<file path="src/rtl/dac_stream_pkg.sv">
package dac_stream_pkg;

    typedef enum logic [1:0] {
        ST_IDLE  = 2'd0,
        ST_SHIFT = 2'd1,
        ST_GAP   = 2'd2,
        ST_LOAD  = 2'd3
    } tx_state_t;

endpackage

</file>
<file path="src/rtl/pace_timer.sv">
module pace_timer #(
    parameter int PERIOD_W = 16
) (
    input  logic                clk,
    input  logic                rst_n,
    input  logic [PERIOD_W-1:0] period,
    output logic                tick
);

    logic [PERIOD_W-1:0] count_q;

    // The >= compare also covers the case where period is lowered below the current count.
    assign tick = (count_q >= period);

    always_ff @(posedge clk) begin
        if (!rst_n) begin
            count_q <= '0;
        end else if (tick) begin
            count_q <= '0;
        end else begin
            count_q <= count_q + 1'b1;
        end
    end

endmodule

</file>
<file path="src/rtl/half_period_div.sv">
module half_period_div #(
    parameter int DIV_W = 8
) (
    input  logic             clk,
    input  logic             rst_n,
    input  logic             en,
    input  logic [DIV_W-1:0] half_div,
    output logic             strobe
);

    logic [DIV_W-1:0] hcount_q;

    assign strobe = en && (hcount_q == half_div);

    always_ff @(posedge clk) begin
        if (!rst_n || !en || strobe) begin
            hcount_q <= '0;
        end else begin
            hcount_q <= hcount_q + 1'b1;
        end
    end

endmodule

</file>
<file path="src/rtl/dac_stream_tx.sv">
module dac_stream_tx
    import dac_stream_pkg::*;
#(
    parameter int WORD_W   = 16,
    parameter int PERIOD_W = 16,
    parameter int DIV_W    = 8
) (
    input  logic                clk,
    input  logic                rst_n,
    input  logic [PERIOD_W-1:0] sample_period,
    input  logic [DIV_W-1:0]    half_div,
    input  logic                in_valid,
    input  logic [WORD_W-1:0]   in_data,
    output logic                in_ready,
    output logic                dac_ser_n,
    output logic                dac_cs,
    output logic                dac_sin,
    output logic                dac_ldac,
    output logic                underrun
);

    localparam int CNT_W = $clog2(WORD_W);
    localparam logic [CNT_W-1:0] LAST_BIT = CNT_W'(WORD_W - 1);

    tx_state_t         state_q, state_d;
    logic              tick;
    logic              strobe;
    logic [WORD_W-1:0] held_q;
    logic [WORD_W-1:0] shreg_q;
    logic [CNT_W-1:0]  bitcnt_q;
    logic              phase_q;
    logic              last_bit;
    logic [WORD_W-1:0] next_word;

    pace_timer #(.PERIOD_W(PERIOD_W)) u_timer (
        .clk    (clk),
        .rst_n  (rst_n),
        .period (sample_period),
        .tick   (tick)
    );

    half_period_div #(.DIV_W(DIV_W)) u_div (
        .clk      (clk),
        .rst_n    (rst_n),
        .en       (state_q != ST_IDLE),
        .half_div (half_div),
        .strobe   (strobe)
    );

    assign in_ready  = (state_q == ST_IDLE) && tick;
    assign last_bit  = (bitcnt_q == LAST_BIT);
    assign next_word = in_valid ? in_data : held_q;
    assign dac_sin   = shreg_q[WORD_W-1];

    // State register
    always_ff @(posedge clk) begin
        if (!rst_n) begin
            state_q <= ST_IDLE;
        end else begin
            state_q <= state_d;
        end
    end

    // Next-state logic
    always_comb begin
        state_d = state_q;
        unique case (state_q)
            ST_IDLE:  if (tick)                             state_d = ST_SHIFT;
            ST_SHIFT: if (strobe && dac_cs && last_bit)     state_d = ST_GAP;
            ST_GAP:   if (strobe && phase_q)                state_d = ST_LOAD;
            ST_LOAD:  if (strobe && phase_q)                state_d = ST_IDLE;
            default:                                        state_d = ST_IDLE;
        endcase
    end

    // Outputs and datapath
    always_ff @(posedge clk) begin
        if (!rst_n) begin
            held_q    <= '0;
            shreg_q   <= '0;
            bitcnt_q  <= '0;
            phase_q   <= 1'b0;
            dac_ser_n <= 1'b1;
            dac_cs    <= 1'b0;
            dac_ldac  <= 1'b0;
            underrun  <= 1'b0;
        end else begin
            underrun <= 1'b0;
            unique case (state_q)
                ST_IDLE: begin
                    if (tick) begin
                        held_q    <= next_word;
                        shreg_q   <= next_word;
                        bitcnt_q  <= '0;
                        phase_q   <= 1'b0;
                        dac_ser_n <= 1'b0;
                        dac_cs    <= 1'b0;
                        underrun  <= !in_valid;
                    end
                end
                ST_SHIFT: begin
                    if (strobe) begin
                        if (!dac_cs) begin
                            dac_cs <= 1'b1;
                        end else begin
                            dac_cs <= 1'b0;
                            if (last_bit) begin
                                dac_ser_n <= 1'b1;
                                phase_q   <= 1'b0;
                            end else begin
                                shreg_q  <= {shreg_q[WORD_W-2:0], 1'b0};
                                bitcnt_q <= bitcnt_q + 1'b1;
                            end
                        end
                    end
                end
                ST_GAP: begin
                    if (strobe) begin
                        phase_q <= !phase_q;
                        if (phase_q) dac_ldac <= 1'b1;
                    end
                end
                ST_LOAD: begin
                    if (strobe) begin
                        phase_q <= !phase_q;
                        if (phase_q) dac_ldac <= 1'b0;
                    end
                end
                default: ;
            endcase
        end
    end

    // Assertions
    a_r6_ldac_outside_frame: assert property (@(posedge clk) disable iff (!rst_n)
        dac_ldac |-> dac_ser_n);

    a_r4_cs_rise_in_frame: assert property (@(posedge clk) disable iff (!rst_n)
        $rose(dac_cs) |-> !dac_ser_n);

    a_r5_sin_stable_at_rise: assert property (@(posedge clk) disable iff (!rst_n)
        $rose(dac_cs) |-> $stable(dac_sin));

    a_r8_underrun_single: assert property (@(posedge clk) disable iff (!rst_n)
        underrun |=> !underrun);

    a_r8_underrun_with_frame: assert property (@(posedge clk) disable iff (!rst_n)
        underrun |-> !dac_ser_n);

    a_r3_accept_opens_frame: assert property (@(posedge clk) disable iff (!rst_n)
        (in_ready && in_valid) |=> !dac_ser_n);

    a_r9_no_start_when_busy: assert property (@(posedge clk) disable iff (!rst_n)
        (tick && !dac_ser_n) |-> !in_ready);

endmodule

</file>
<file path="config.mk">
export PLATFORM = sky130hd
export DESIGN_NAME = dac_stream_tx
export DESIGN_NICKNAME = d
export VERILOG_FILES = /design/src/rtl/dac_stream_pkg.sv /design/src/rtl/pace_timer.sv /design/src/rtl/half_period_div.sv /design/src/rtl/dac_stream_tx.sv
export SDC_FILE = /design/constraint.sdc
export NUM_CORES = 1
export LEC_CHECK = 0
export ABC_AREA = 1
export BUFFER_PORTS_ARGS = -buffer_cell sky130_fd_sc_hd__buf_2
export CAP_MARGIN = 30
export CORE_ASPECT_RATIO = 2
export CORE_MARGIN = 5
export CORE_UTILIZATION = 45
export DETAILED_ROUTE_END_ITERATION = 8
export GPL_TIMING_DRIVEN = 0
export PLACE_DENSITY = 0.76
export SKIP_LAST_GASP = 1
export SLEW_MARGIN = 20
export SYNTH_ARGS = -nofsm -noshare
export SYNTH_HDL_FRONTEND = slang
export SYNTH_SLANG_ARGS = --single-unit
</file>
<file path="constraint.sdc">
create_clock -name clk -period 2.05 [get_ports clk]
set_input_delay 0.1025 -clock clk [delete_from_list [all_inputs] [get_ports clk]]
set_output_delay 0.1025 -clock clk [all_outputs]
set_load 0.02 [all_outputs]
</file>
==> run summary <==
Initial Util: 45.75%
most common cell after layout, fill and taps aside: nand2_1
Die Ht: 139.9 µm
root buffer cell: clkbuf_16
power density over the cells: 1161 nW/µm²
Die ar.: 10480 µm²
share of cells above drive strength 1: 16.56%
Worst Path Required: 1.95 ns
cell family with most CP delay: simple AND/OR/NAND/NOR gates
share of Yosys cell area claimed by the top area cell type: 35.36%
Synth Flop Type: dfxtp_1
TritonRoute pass-1 iters: 4
clock transition at the registers of the reported paths: 0.05 ns
Min-Delay Path Class: in -> reg
startpoint types: flip-flop
worst path cell trace: inv_2, ha_4, nand2_2, nor2_1, nor2_1, nand2_1, nand2_1, nand2_1, nand2_2, nand2_1, nand2_2, inv_4, buf_6, buf_6
Std-Cell Core Area: 8292 µm²
Crit Path Max Fanout: 5
top-level port count: 49
buffers and inverters on the worst path: 4
Final WS setup: 0.07072 ns
Synth cell types: 32
initial antenna violation count: 0
Post-synth EDFFs: 0
Worst-Margin Slew: 0.5380 ns
Core Rows: 47
area occupied by registers: 1348 µm²
syn_nets: 635
final net count: 701
TritonCTS clock tree: yes
period utilisation layout: 96.55%
Routed Antenna Nets: 0
drt initial violations: 169
total clock sinks: 67
die width: 74.93 µm
Via density: 4.902
most frequent cells in the layout: 146 x nand2_1, 109 x nor2_1, 76 x inv_1, 62 x dfxtp_1, 52 x buf_2
diodes inserted: 0
Final min period: 1.979 ns
Slew Viols, Final: 0
synthesized area: 3794 µm²
largest net degree at the start of global routing: 11
Wirelength per Cell: 11.68 µm
area leader, netlist: dfxtp_1
final setup fails: 0
via count: 3618
Max stage delay on crit path: 0.35 ns
total negative slack: 0 ns
crit path kind: reg -> out
overflow left after global routing: 0
Detailed Place HPWL: 6655 µm
first-pass GRT wire length: 14580 µm
Setup Skew: 0.004169 ns
Multi-input gate area: 2135 µm²
area grow syn2layout: 21.21%
Area contributors post-synth: dfxtp_1 35%, nand2_1 15%, nor2_1 11%
CP Capture Type: output pin
Avg Inst Size Synth: 6.667 µm²
max_slew headroom: 64.13%
I/O Buffers: 46
LEAKAGE: 2.226 nW
Post-synth ARST share: 0%
Slowest cell on crit path: dfxtp_2
Max-cap violations: 0
FMAX: 505.2 MHz
post-synthesis register bit count: 67
CP Data Arrival Time: 1.88 ns
Placer Congestion: 0.8160
drc violations: 0
Post-Syn Instances: 569
Longest Clk Path Bufs: 2
post-placement setup slack: -0.1935 ns
H-Tree Depth: 3
Layout fillers: 782
Post-Route WL: 8618 µm
vias in the first global route: 3497
sequential area share after synthesis: 35.36%
unrepaired setup endpoints after global routing: yes
overall routing resource usage: 17.83%
Hold Vio Cnt, Final: 0
total CTS buffers: 9
outcome: completed
Synth Warn #: 0
Skew-Pair Late Insertion Delay: 0.33 ns
cell repeated most along the worst path: nand2_1
Peak VDD IR: 0.7626 mV
## worst register-to-register path, cell delays in order (launching register included)
cell	delay (ns)
dfxtp_1	0.34
inv_1	0.10
ha_4	0.20
a21oi_1	0.13
nand2_1	0.10
nor2_4	0.13
nand3_4	0.13
o21bai_4	0.17
nand3_4	0.13
buf_6	0.18
nor2_1	0.13
nor2_1	0.07
## metal layers
metal	routed length [µm]	vias up	track usage, %
li1	-	1891	-
met1	3136	1643	16.70
met3	300	18	4.188
met2	4960	66	33.44
met4	221	0	9.287
met5	0	-	0
## synth_stat cells (2+ instances only)
library cell  number
o21a_1             2
nand4_1            8
buf_2              8
nor2_1           111
buf_6              2
nor3_1             8
ha_1              23
xor2_1             9
o21ai_0           20
clkbuf_1           8
mux2i_1           16
dfxtp_1           67
nor3b_1            3
nand3_1           21
inv_1             77
nand2_1          149
a21oi_1           21
or2_2              2
## cells by family after synthesis
logic type	count (synthesis)	synth area share, %
compound gates	47	6.860
xor+xnor	10	2.309
fa+ha+maj	23	7.586
buf+inv	98	10.36
flops	67	35.36
mux	16	4.222
simple gates	308	33.31
## registers in the layout (all words and copies together) (netlist names), 2 cells and up
signal	count
u_timer.count_q	16
u_div.hcount_q	8
shreg_q	16
held_q	16
state_q	2
bitcnt_q	4
## path summary, 6_finish.rpt
kind              cells past startpoint     endpoint  slack, ns          startpoint
hold reg to reg                       2     dac_ldac       0.44            dac_ldac
setup / recovery                     14     in_ready       0.07  u_timer.count_q[0]
setup reg to reg                     11  shreg_q[12]       0.15          state_q[1]
hold / removal                        5    held_q[5]       0.14          in_data[5]
## through the flow
stage	utilization (%)	cell area (µm²)	hold WS, ns	power (mW)	instances
after global routing	55.46	4598	0.1745	5.802	738
after floorplan	-	3794	0.3563	3.301	569
after CTS	54.07	4483	0.1293	5.241	733
after detailed placement	50.01	4146	0.4349	3.774	713
after global placement	50.01	4146	0.4312	3.693	713
final	55.46	4598	0.1362	5.338	738
## where the power goes
group | switching [mW] | total [mW] | leakage (nW) | internal [mW]
registers | 0.162 | 1.74 | 0.546 | 1.58
logic | 1.33 | 2.19 | 1.54 | 0.860
clock network | 0.524 | 1.40 | 0.137 | 0.880
total | 2.02 | 5.34 | 2.23 | 3.32
## final cells by class
cell class,count,area share (%)
clock buffer,14,5.741
timing repair buffer,55,6.612
tap,98,2.667
multi-input combinational,404,46.42
clock inverter,2,0.2177
sequential,67,29.31
buffer,19,2.531
inverter,79,6.503
## what timing repair did
action,4_1_cts,5_1_grt
resized for setup,13,25
buffers inserted,4,5
setup endpoints to repair,40,50
pin swaps,1,7
hold buffers,0,0
No activity file was read; power rests on OpenSTA's default activity.
